$ cat config.mk
export PLATFORM = sky130hd
export DESIGN_NAME = otp_fuse_ctrl
export DESIGN_NICKNAME = d
export VERILOG_FILES = /design/src/rtl/otp_fuse_pkg.sv /design/src/rtl/otp_unlock_tracker.sv /design/src/rtl/otp_fuse_array.sv /design/src/rtl/otp_cmd_engine.sv /design/src/rtl/otp_fuse_ctrl.sv
export SDC_FILE = /design/constraint.sdc
export NUM_CORES = 2
export LEC_CHECK = 0
export ABC_AREA = 1
export BUFFER_PORTS_ARGS = -buffer_cell sky130_fd_sc_hd__buf_2
export CORE_ASPECT_RATIO = 0.7
export CORE_MARGIN = 3
export CORE_UTILIZATION = 27
export CTS_BUF_LIST = sky130_fd_sc_hd__clkbuf_16
export DETAILED_ROUTE_END_ITERATION = 10
export REMOVE_ABC_BUFFERS = 1
export SYNTH_ARGS = -nofsm -noshare
export SYNTH_HDL_FRONTEND = slang
export SYNTH_SLANG_ARGS = --single-unit
$ cat constraint.sdc
create_clock -name clk -period 6.3 [get_ports clk]
set_input_delay 0.63 -clock clk [delete_from_list [all_inputs] [get_ports clk]]
set_output_delay 0.63 -clock clk [all_outputs]
set_load 0.1 [all_outputs]
$ cat src/rtl/otp_fuse_pkg.sv
`timescale 1ns/1ps
// Shared constants for the fuse controller: register offsets, command
// codes and the unlock key. Assumes a byte-offset bus of 8 address bits.
package otp_fuse_pkg;
    localparam logic [7:0] OFS_CTRL   = 8'h00;
    localparam logic [7:0] OFS_CMD    = 8'h04;
    localparam logic [7:0] OFS_START  = 8'h08;
    localparam logic [7:0] OFS_STATUS = 8'h0C;
    localparam logic [7:0] OFS_ROWSEL = 8'h28;

    localparam logic [5:0] OP_FETCH   = 6'h00;
    localparam logic [5:0] OP_UNLOCK  = 6'h02;
    localparam logic [5:0] OP_LOCK    = 6'h03;
    localparam logic [5:0] OP_BURN    = 6'h08;

    // Offset of fetched-data word w.
    function automatic logic [7:0] fetch_ofs(input int w);
        return (w == 0) ? 8'h10 : 8'h5C;
    endfunction

    // Offset of write-data word w.
    function automatic logic [7:0] load_ofs(input int w);
        return (w == 0) ? 8'h2C : 8'h64;
    endfunction

    // Expected key value at tracker step s.
    function automatic logic [31:0] key_value(input logic [1:0] s);
        case (s)
            2'd0:    return 32'hF;
            2'd1:    return 32'h4;
            2'd2:    return 32'h8;
            default: return 32'hD;
        endcase
    endfunction
endpackage

$ cat src/rtl/otp_unlock_tracker.sv
`timescale 1ns/1ps
// Follows the four-step unlock key and holds the burn gate.
// Assumes step_fire and lock_fire are single-cycle and never coincide.
module otp_unlock_tracker (
    input  logic        clk,
    input  logic        rst_n,
    input  logic        step_fire,
    input  logic        lock_fire,
    input  logic [31:0] key_in,
    output logic        gate_open
);
    import otp_fuse_pkg::*;

    logic [1:0] step_q;
    logic       open_q;

    // Advance, restart or close the key tracker.
    always_ff @(posedge clk) begin
        if (!rst_n) begin
            step_q <= 2'd0;
            open_q <= 1'b0;
        end else if (lock_fire) begin
            step_q <= 2'd0;
            open_q <= 1'b0;
        end else if (step_fire) begin
            if (key_in == key_value(step_q)) begin
                if (step_q == 2'd3) open_q <= 1'b1;
                step_q <= step_q + 2'd1;
            end else begin
                step_q <= 2'd0;
            end
        end
    end

    assign gate_open = open_q;


    gate_opens_on_last_key_chk: assert property (@(posedge clk) disable iff (!rst_n)
        $rose(open_q) |-> $past(step_fire && step_q == 2'd3));

    lock_closes_gate_chk: assert property (@(posedge clk) disable iff (!rst_n)
        lock_fire |=> (!open_q && step_q == 2'd0));
endmodule

$ cat src/rtl/otp_fuse_array.sv
`timescale 1ns/1ps
// Register model of the fuse rows: all bits reset to 0, a burn ORs bits in.
// Assumes burn_idx is held stable in the cycle burn_en is asserted.
module otp_fuse_array #(
    parameter int ROW_BITS  = 64,
    parameter int ADDR_BITS = 4,
    localparam int DEPTH    = 1 << ADDR_BITS
) (
    input  logic                 clk,
    input  logic                 rst_n,
    input  logic                 burn_en,
    input  logic [ADDR_BITS-1:0] burn_idx,
    input  logic [ROW_BITS-1:0]  burn_bits,
    output logic [ROW_BITS-1:0]  row_out
);
    logic [ROW_BITS-1:0] cell_q [DEPTH];

    // Clear on reset, OR in burn bits on a burn.
    always_ff @(posedge clk) begin
        if (!rst_n) begin
            for (int r = 0; r < DEPTH; r++) cell_q[r] <= '0;
        end else if (burn_en) begin
            cell_q[burn_idx] <= cell_q[burn_idx] | burn_bits;
        end
    end

    assign row_out = cell_q[burn_idx];


    burn_keeps_and_sets_chk: assert property (@(posedge clk) disable iff (!rst_n)
        burn_en |=> (((cell_q[$past(burn_idx)] & $past(row_out)) == $past(row_out)) &&
                     ((cell_q[$past(burn_idx)] & $past(burn_bits)) == $past(burn_bits))));
endmodule

$ cat src/rtl/otp_cmd_engine.sv
`timescale 1ns/1ps
// Runs one command at a time: latches operands at launch, counts the
// latency and pulses one finish strobe. Assumes launch only while idle.
module otp_cmd_engine #(
    parameter int ROW_BITS       = 64,
    parameter int ADDR_BITS      = 4,
    parameter int BASE_CYCLES    = 6,
    parameter int PER_BIT_CYCLES = 2,
    parameter int FETCH_CYCLES   = 2,
    localparam int ONES_W = $clog2(ROW_BITS + 1),
    localparam int CNT_W  = $clog2(BASE_CYCLES + PER_BIT_CYCLES * ROW_BITS + FETCH_CYCLES + 2)
) (
    input  logic                 clk,
    input  logic                 rst_n,
    input  logic                 launch,
    input  logic [5:0]           op_code,
    input  logic [ADDR_BITS-1:0] op_idx_in,
    input  logic [ROW_BITS-1:0]  op_row_in,
    input  logic                 gate_open,
    output logic                 busy,
    output logic                 done,
    output logic [ADDR_BITS-1:0] op_idx,
    output logic [ROW_BITS-1:0]  op_row,
    output logic                 key_fire,
    output logic                 lock_fire,
    output logic                 burn_fire,
    output logic                 fetch_fire
);
    import otp_fuse_pkg::*;

    logic [ONES_W-1:0]    ones;
    logic [CNT_W-1:0]     lat_d;
    logic [CNT_W-1:0]     cnt_q;
    logic                 busy_q, done_q, allow_q;
    logic [5:0]           code_q;
    logic [ADDR_BITS-1:0] idx_q;
    logic [ROW_BITS-1:0]  row_q;
    logic                 fin;

    // Count the one bits that a burn would write.
    always_comb begin
        ones = '0;
        for (int b = 0; b < ROW_BITS; b++) ones = ones + ONES_W'(op_row_in[b]);
    end

    // Pick the latency of the command being launched.
    always_comb begin
        if (op_code == OP_FETCH)
            lat_d = CNT_W'(FETCH_CYCLES);
        else if (op_code == OP_BURN && gate_open)
            lat_d = CNT_W'(BASE_CYCLES) + CNT_W'(PER_BIT_CYCLES) * CNT_W'(ones);
        else
            lat_d = CNT_W'(1);
    end

    assign fin = busy_q && (cnt_q == CNT_W'(1));

    // Launch, count down and finish the running command.
    always_ff @(posedge clk) begin
        if (!rst_n) begin
            busy_q  <= 1'b0;
            done_q  <= 1'b0;
            allow_q <= 1'b0;
            cnt_q   <= '0;
            code_q  <= '0;
            idx_q   <= '0;
            row_q   <= '0;
        end else if (launch) begin
            busy_q  <= 1'b1;
            done_q  <= 1'b0;
            allow_q <= gate_open;
            cnt_q   <= lat_d;
            code_q  <= op_code;
            idx_q   <= op_idx_in;
            row_q   <= op_row_in;
        end else if (fin) begin
            busy_q <= 1'b0;
            done_q <= 1'b1;
        end else if (busy_q) begin
            cnt_q <= cnt_q - CNT_W'(1);
        end
    end

    assign busy       = busy_q;
    assign done       = done_q;
    assign op_idx     = idx_q;
    assign op_row     = row_q;
    assign key_fire   = fin && code_q == OP_UNLOCK;
    assign lock_fire  = fin && code_q == OP_LOCK;
    assign burn_fire  = fin && code_q == OP_BURN && allow_q;
    assign fetch_fire = fin && code_q == OP_FETCH;


    launch_clears_done_chk: assert property (@(posedge clk) disable iff (!rst_n)
        launch |=> (busy_q && !done_q));

    finish_sets_done_chk: assert property (@(posedge clk) disable iff (!rst_n)
        fin |=> (done_q && !busy_q));

    idle_done_stable_chk: assert property (@(posedge clk) disable iff (!rst_n)
        (!busy_q && !launch) |=> $stable(done_q));

    launch_only_idle_chk: assert property (@(posedge clk) disable iff (!rst_n)
        launch |-> !busy_q);
endmodule

$ cat src/rtl/otp_fuse_ctrl.sv
`timescale 1ns/1ps
// Register front end of the fuse controller. Decodes the bus, detects the
// start edge and wires engine, key tracker and fuse array together.
// Assumes ROW_WORDS is 1 or 2 and the bus holds one access per cycle.
module otp_fuse_ctrl #(
    parameter int ROW_WORDS      = 2,
    parameter int ADDR_BITS      = 4,
    parameter int BASE_CYCLES    = 6,
    parameter int PER_BIT_CYCLES = 2,
    parameter int FETCH_CYCLES   = 2,
    localparam int ROW_BITS      = 32 * ROW_WORDS
) (
    input  logic        clk,
    input  logic        rst_n,
    input  logic        bus_en,
    input  logic        bus_we,
    input  logic [7:0]  bus_addr,
    input  logic [31:0] bus_wdata,
    output logic [31:0] bus_rdata
);
    import otp_fuse_pkg::*;

    logic                 ctrl_q, start_q;
    logic [5:0]           code_q;
    logic [15:0]          rowsel_q;
    logic [31:0]          load_q  [ROW_WORDS];
    logic [31:0]          fetch_q [ROW_WORDS];
    logic [ROW_BITS-1:0]  load_row, op_row, array_row;
    logic [ADDR_BITS-1:0] op_idx;
    logic                 wr, launch, busy, done, gate_open;
    logic                 key_fire, lock_fire, burn_fire, fetch_fire;

    assign wr = bus_en && bus_we;
    assign launch = wr && bus_addr == OFS_START && bus_wdata[0] && !start_q && ctrl_q && !busy;

    // Pack the write-data words into one row.
    always_comb begin
        for (int w = 0; w < ROW_WORDS; w++) load_row[w*32 +: 32] = load_q[w];
    end

    // Software-written registers.
    always_ff @(posedge clk) begin
        if (!rst_n) begin
            ctrl_q   <= 1'b0;
            start_q  <= 1'b0;
            code_q   <= '0;
            rowsel_q <= '0;
            for (int w = 0; w < ROW_WORDS; w++) load_q[w] <= '0;
        end else if (wr) begin
            if (bus_addr == OFS_CTRL)   ctrl_q   <= bus_wdata[0];
            if (bus_addr == OFS_START)  start_q  <= bus_wdata[0];
            if (bus_addr == OFS_CMD)    code_q   <= bus_wdata[5:0];
            if (bus_addr == OFS_ROWSEL) rowsel_q <= bus_wdata[15:0];
            for (int w = 0; w < ROW_WORDS; w++)
                if (bus_addr == load_ofs(w)) load_q[w] <= bus_wdata;
        end
    end

    // Fetched-data registers, loaded when a fetch finishes.
    always_ff @(posedge clk) begin
        if (!rst_n) begin
            for (int w = 0; w < ROW_WORDS; w++) fetch_q[w] <= '0;
        end else if (fetch_fire) begin
            for (int w = 0; w < ROW_WORDS; w++) fetch_q[w] <= array_row[w*32 +: 32];
        end
    end

    // Read-back multiplexer.
    always_comb begin
        bus_rdata = '0;
        if (bus_en && !bus_we) begin
            if (bus_addr == OFS_CTRL)   bus_rdata = {31'b0, ctrl_q};
            if (bus_addr == OFS_START)  bus_rdata = {31'b0, start_q};
            if (bus_addr == OFS_CMD)    bus_rdata = {26'b0, code_q};
            if (bus_addr == OFS_ROWSEL) bus_rdata = {16'b0, rowsel_q};
            if (bus_addr == OFS_STATUS) bus_rdata = {29'b0, gate_open, done, 1'b0};
            for (int w = 0; w < ROW_WORDS; w++) begin
                if (bus_addr == load_ofs(w))  bus_rdata = load_q[w];
                if (bus_addr == fetch_ofs(w)) bus_rdata = fetch_q[w];
            end
        end
    end

    otp_cmd_engine #(
        .ROW_BITS(ROW_BITS), .ADDR_BITS(ADDR_BITS), .BASE_CYCLES(BASE_CYCLES),
        .PER_BIT_CYCLES(PER_BIT_CYCLES), .FETCH_CYCLES(FETCH_CYCLES)
    ) u_engine (
        .clk(clk), .rst_n(rst_n), .launch(launch), .op_code(code_q),
        .op_idx_in(rowsel_q[ADDR_BITS-1:0]), .op_row_in(load_row),
        .gate_open(gate_open), .busy(busy), .done(done), .op_idx(op_idx),
        .op_row(op_row), .key_fire(key_fire), .lock_fire(lock_fire),
        .burn_fire(burn_fire), .fetch_fire(fetch_fire)
    );

    otp_unlock_tracker u_tracker (
        .clk(clk), .rst_n(rst_n), .step_fire(key_fire), .lock_fire(lock_fire),
        .key_in(op_row[31:0]), .gate_open(gate_open)
    );

    otp_fuse_array #(.ROW_BITS(ROW_BITS), .ADDR_BITS(ADDR_BITS)) u_array (
        .clk(clk), .rst_n(rst_n), .burn_en(burn_fire), .burn_idx(op_idx),
        .burn_bits(op_row), .row_out(array_row)
    );


    locked_no_burn_chk: assert property (@(posedge clk) disable iff (!rst_n)
        burn_fire |-> gate_open);

    ctrl_off_no_launch_chk: assert property (@(posedge clk) disable iff (!rst_n)
        (!ctrl_q && !busy) |=> !busy);
endmodule

# Yosys cells after proc, flatten, opt, wreduce, memory -nomap -nowiden
# Memory sizes are Yosys's and may differ from the RTL's. A register that Yosys moved wholly into a read port is not among the register bits.
# Index checks and enable logic that the tools add are counted.
# W data, S select, Z words.
dict set report word_totals {
  reg_bits 112
  latch_bits 0
  mem_bits_rw 1152
  mem_bits_ro 0
  in_bits 44
  output_inout_bits 32
  n_memories 3
}
# name depth word_bits rd rd_clocked_by_memory_dff wr line
set memory_table {}
lappend memory_table {u_array.cell_q 16 64 1 1 16 otp_fuse_array.sv:16} ;# logic [ROW_BITS-1:0] cell_q [DEPTH];
lappend memory_table {fetch_q 2 32 2 0 2 otp_fuse_ctrl.sv:27} ;# logic [31:0] fetch_q [ROW_WORDS];
lappend memory_table {load_q 2 32 2 0 2 otp_fuse_ctrl.sv:26} ;# logic [31:0] load_q [ROW_WORDS];
dict set report op_classes {
  n_addsub 66
  n_mul 0
  div 0
  magnitude_cmp 0
  n_eq_ne 18
  shift 0
  n_mux 46
  bitwise 6
  reduce_logical 32
}
# op count
set op_table {}
lappend op_table {{$mux W32} 16}
lappend op_table {{$add A7 B1 Y7} 62}
lappend op_table {{$mux W64} 1}
lappend op_table {{$or A64 B64 Y64} 1}
lappend op_table {{$reduce_or A64 Y1} 1}
lappend op_table {{$mux W8} 5}
lappend op_table {{$eq A32 B32 Y1} 1}
lappend op_table {{$mux W1} 19}
lappend op_table {{$eq A8 B4 Y1 const B} 2}
lappend op_table {{$eq A8 B6 Y1 const B} 2}
lappend op_table {{$eq A8 B7 Y1 const B} 2}
lappend op_table {{$logic_and A1 B1 Y1} 14}
lappend op_table {{$eq A6 B2 Y1 const B} 2}
lappend op_table {{$eq A6 B4 Y1 const B} 2}
lappend op_table {{$logic_not A6 Y1} 2}
lappend op_table {{$mux W4} 3}
lappend op_table {{$pmux W4 S3} 1}
lappend op_table {{$reduce_and A2 Y1} 5}
lappend op_table {{$add A3 B8 Y8 const A} 1}
lappend op_table {{$eq A8 B1 Y1 const B} 1}
lappend op_table {{$eq A8 B3 Y1 const B} 1}
lappend op_table {{$eq A8 B5 Y1 const B} 1}
lappend op_table {{$logic_not A8 Y1} 1}
lappend op_table {{$sub A8 B1 Y8 const B} 1}
lappend op_table {{13 further kinds} 21}

# Longest topological paths before layout
# An unclocked memory read counts as a cell.
dict set report depth {
  ltp_word 68
  mapped_depth 27
}

# Modules after synthesis
# From an unflattened synthesis, not the netlist that was laid out.
dict set report hier_totals {
  hier_cells 6839
  hier_area_um2 61455.2
}
# module n_inst cells_each area_per_inst_um2
set by_module_without_submodules {}
lappend by_module_without_submodules {otp_fuse_array 1 5414 49133.4}
lappend by_module_without_submodules {otp_fuse_ctrl 1 757 6936.7}
lappend by_module_without_submodules {otp_cmd_engine 1 602 5026.1}
lappend by_module_without_submodules {otp_unlock_tracker 1 66 359.1}

# Worst setup path after synthesis
# Ideal clock, no wire load.
dict set report synth_path {
  path_type {input-to-reg}
  from {in rst_n}
  to {mem u_array.cell_q[0][0] (enable)}
  setup_ps 575
  t_arrival_ps 6229
  setup_slack_ps -505
  stages 5
  path_buffers 1
  path_cell_list {buf_2 -> nand4_1 -> nor3_4 -> nand3_4 -> o21ai_0}
}
# element line
set synth_lines {}
lappend synth_lines {{start: declaration} otp_fuse_ctrl.sv:14} ;# input logic rst_n,
lappend synth_lines {{end: declaration} otp_fuse_array.sv:16}

==> out/metrics.cfg <==
[cells_and_area]
drive_above_1_share=0.0730
regArea_um2=36900
nets=6589
multi_input_area_um2=17800
areaGrowthSynthToFinish_pct=10.8
fill_cells=23595
fin_area_um2=68700

[status]
outcome=finished, violations left
violations=setup timing

[routing]
drtPass1Iterations=8
post_drt_via_cell_ratio=4.83
wire_per_inst_um=22.2
antenna_left=0
drt_iter0_drc=6952
via_count=46378
drt_drc_violations_left=0
wl_um=213000

[setup_path]
cp.arrival_ps=7040
worstSetupEndpointType=flip-flop
worstRegToRegCells=22
critPathKind=reg2reg
cp_max_fo=3
cp-start-kind=flip-flop
crit_required_ps=6960

[placed_design]
place_congestion=0.934
portBuffers=75
hpwl_um=125000
place_area_um2=65000
dpl_worst_slack_ps=-128

[global_routing]
met2_usage=0.261
grt_overflow_total=0
track_usage=0.176
grt_max_degree=193
use_met1=0.255
grt.busiest_layer=met2
grt_pass1_vias=42854
antenna_found_initial=33
grt_pass1_wl_um=304000
grt_use_met3=0.0458

[sta]
rsz0062_at_grt=yes
setup_slack_ps=-82.1
timing.final.hold_violations=0
relSlewSlack=0.118
slew_viol_final=0
finClkSkew_ps=23.7
hold_ws_ps=196
fmax_ghz=0.157
setup_violations=2
min_period_over_period=1.01
tns_ps=-160
tightest_slew_ps=1320
period_minus_slack_ps=6380

[power]
seq_power_share=0.409
ir_drop_mv=0.908
switchingPower_uw=7440
p_clk_frac=0.306
power_uw=23100
switching_share=0.322
power_density_nw_per_um2=337
p_leak_uw=0.0325
p_int_uw=15700
p_comb_frac=0.285

[floorplanning]
die_h_um=407
dieArea_um2=236000
initial_utilization=0.273
core_area_um2=227000
rows=146
ios=76
fp.dieW_um=579

[clock_network]
cts_max_level=3
holdBufCountCts=0
clk_path_buf_depth=3
numCtsBuffers=112
root_buffer=clkbuf_16
clkSlewWorstSetupHoldPaths_ps=70
cts_sinks=1268
worstSkewPairLatency_ps=730
cts_tree=yes

[synthesis]
ys_seq_area_frac=0.595
ys.flop_type=edfxtp_1
ys_warn_count=0
synth_cells=6573
ys_ff_latch=1268
synth_cell_types=38
async_flop_share=0
synth-edff-count=1152
synthesis.area_um2=62000
syn_avg_cell_area_um2=9.44

[worst_hold_path]
worstHoldPathCells=3
hp-class=in2reg

[run]
cap_violations=0

## Yosys cell counts, types with 6 or more instances
| master | n | area share |
|---|---|---|
| o211ai_2 | 8 | 0.0016 |
| nand4_1 | 19 | 0.0019 |
| nor2_1 | 794 | 0.048 |
| clkbuf_1 | 171 | 0.010 |
| o21ai_1 | 92 | 0.0074 |
| fa_1 | 54 | 0.017 |
| nand3_1 | 125 | 0.010 |
| buf_1 | 34 | 0.0021 |
| nand3_2 | 12 | 0.0019 |
| ha_1 | 23 | 0.0046 |
| o211ai_1 | 258 | 0.031 |
| inv_1 | 1310 | 0.079 |
| dfxtp_1 | 116 | 0.037 |
| nor2_8 | 16 | 0.0052 |
| buf_4 | 57 | 0.0069 |
| o22ai_1 | 24 | 0.0024 |
| nor3_1 | 13 | 0.0010 |
| a21oi_1 | 217 | 0.018 |
| buf_2 | 71 | 0.0057 |
| o21ai_0 | 690 | 0.056 |
| buf_6 | 98 | 0.018 |
| edfxtp_1 | 1152 | 0.56 |
| inv_2 | 13 | 0.00079 |
| nand2_1 | 1171 | 0.071 |
| xor2_1 | 6 | 0.00085 |
## power by group through the flow
stage	clock network [uW]	registers, uW	logic [uW]
after detailed placement	0	9660	5510
final	7080	9480	6590
after global routing	7460	9500	7450
after global placement	0	9650	5600
after floorplan	0	9690	3880
after CTS	7110	9470	5730
## cells in the final DEF (no fill, tap or decap), types with 52 or more instances in the layout
master | netlist | layout
a21oi_1 | 217 | 214
fa_1 | 54 | 52
o211ai_1 | 258 | 258
buf_2 | 71 | 74
nand3_1 | 125 | 124
buf_4 | 57 | 121
edfxtp_1 | 1152 | 1152
nor2_1 | 794 | 790
o21ai_1 | 92 | 92
o21ai_0 | 690 | 671
inv_1 | 1310 | 1328
nand2_1 | 1171 | 1169
clkbuf_16 | 0 | 116
dfxtp_1 | 116 | 112
## logic make-up (layout without fill, tap and decap cells)
group           count (synthesis)  after routing  share of synthesized area
simple gates                 2166           2166                      0.142
other cells                     0              6                          0
buf+inv                      1759           1752                      0.123
flops                        1268           1268                      0.595
xor+xnor                        7              7                   0.000988
compound gates               1296           1296                      0.117
fa+ha+maj                      77             77                     0.0221
## area by class of cell
class	instances	share of cell area
Antenna cell	6	0.000218
Clock buffer	116	0.0422
Clock inverter	96	0.0105
Inverter	1328	0.0727
Multi-Input combinational cell	3546	0.258
Sequential cell	1268	0.537
Tap cell	3034	0.0552
Timing Repair Buffer	212	0.0234
## flip-flops by register name, summed over array words and instances, names as in the netlist, 2 cells and up, named ones only
| name | count |
|---|---|
| u_array.cell_q | 1024 |
| fetch_q | 64 |
| load_q | 64 |
| u_engine.op_row | 64 |
| rowsel_q | 16 |
| u_engine.cnt_q | 8 |
| code_q | 6 |
| u_engine.code_q | 6 |
| u_engine.op_idx | 4 |
| u_tracker.step_q | 2 |
## timing repair
item / 4_1_cts / 5_1_grt
setup endpoints to repair: 2 / 4
resized for setup: 6 / 12
cloned: 0 / 0
pin swaps: 2 / 1
setup buffers: 2 / 3
## path summary, 6_finish.rpt
kind,from,end,slack (ps)
max reg2reg,load_q[0][0],u_engine.cnt_q[7],-80
min,bus_wdata[1],rowsel_q[1],200
min reg2reg,rowsel_q[11],rowsel_q[11],470
max,load_q[0][0],u_engine.cnt_q[7],-80
## worst max-delay path: stages (launching register included)
cell and delay [ps]:
edfxtp_1 420, ha_1 330, inv_2 40, fa_1 450, fa_1 520, fa_1 440
fa_1 530, fa_1 430, fa_1 510, fa_1 430, fa_1 520, fa_2 200
inv_2 50, fa_2 560, inv_2 60, ha_4 170, nor2_4 130, nand3_4 90
nor2_4 100, nand2_1 50, nand2_1 60, nand3_1 80, a21oi_1 140
## metrics by stage
step / utilization / std cells
after global routing: 0.302 / 9600
after detailed placement: 0.286 / 9383
after CTS: 0.302 / 9597
after floorplan: - / 6142
after global placement: 0.286 / 9383
final: 0.302 / 9606
## layer usage
metal,part of all wire,wire length [um]
met5,0.0013,270
met4,0.025,5340
met3,0.13,26600
met2,0.42,90500
met1,0.42,90200
(Power assumes the default switching activity.)
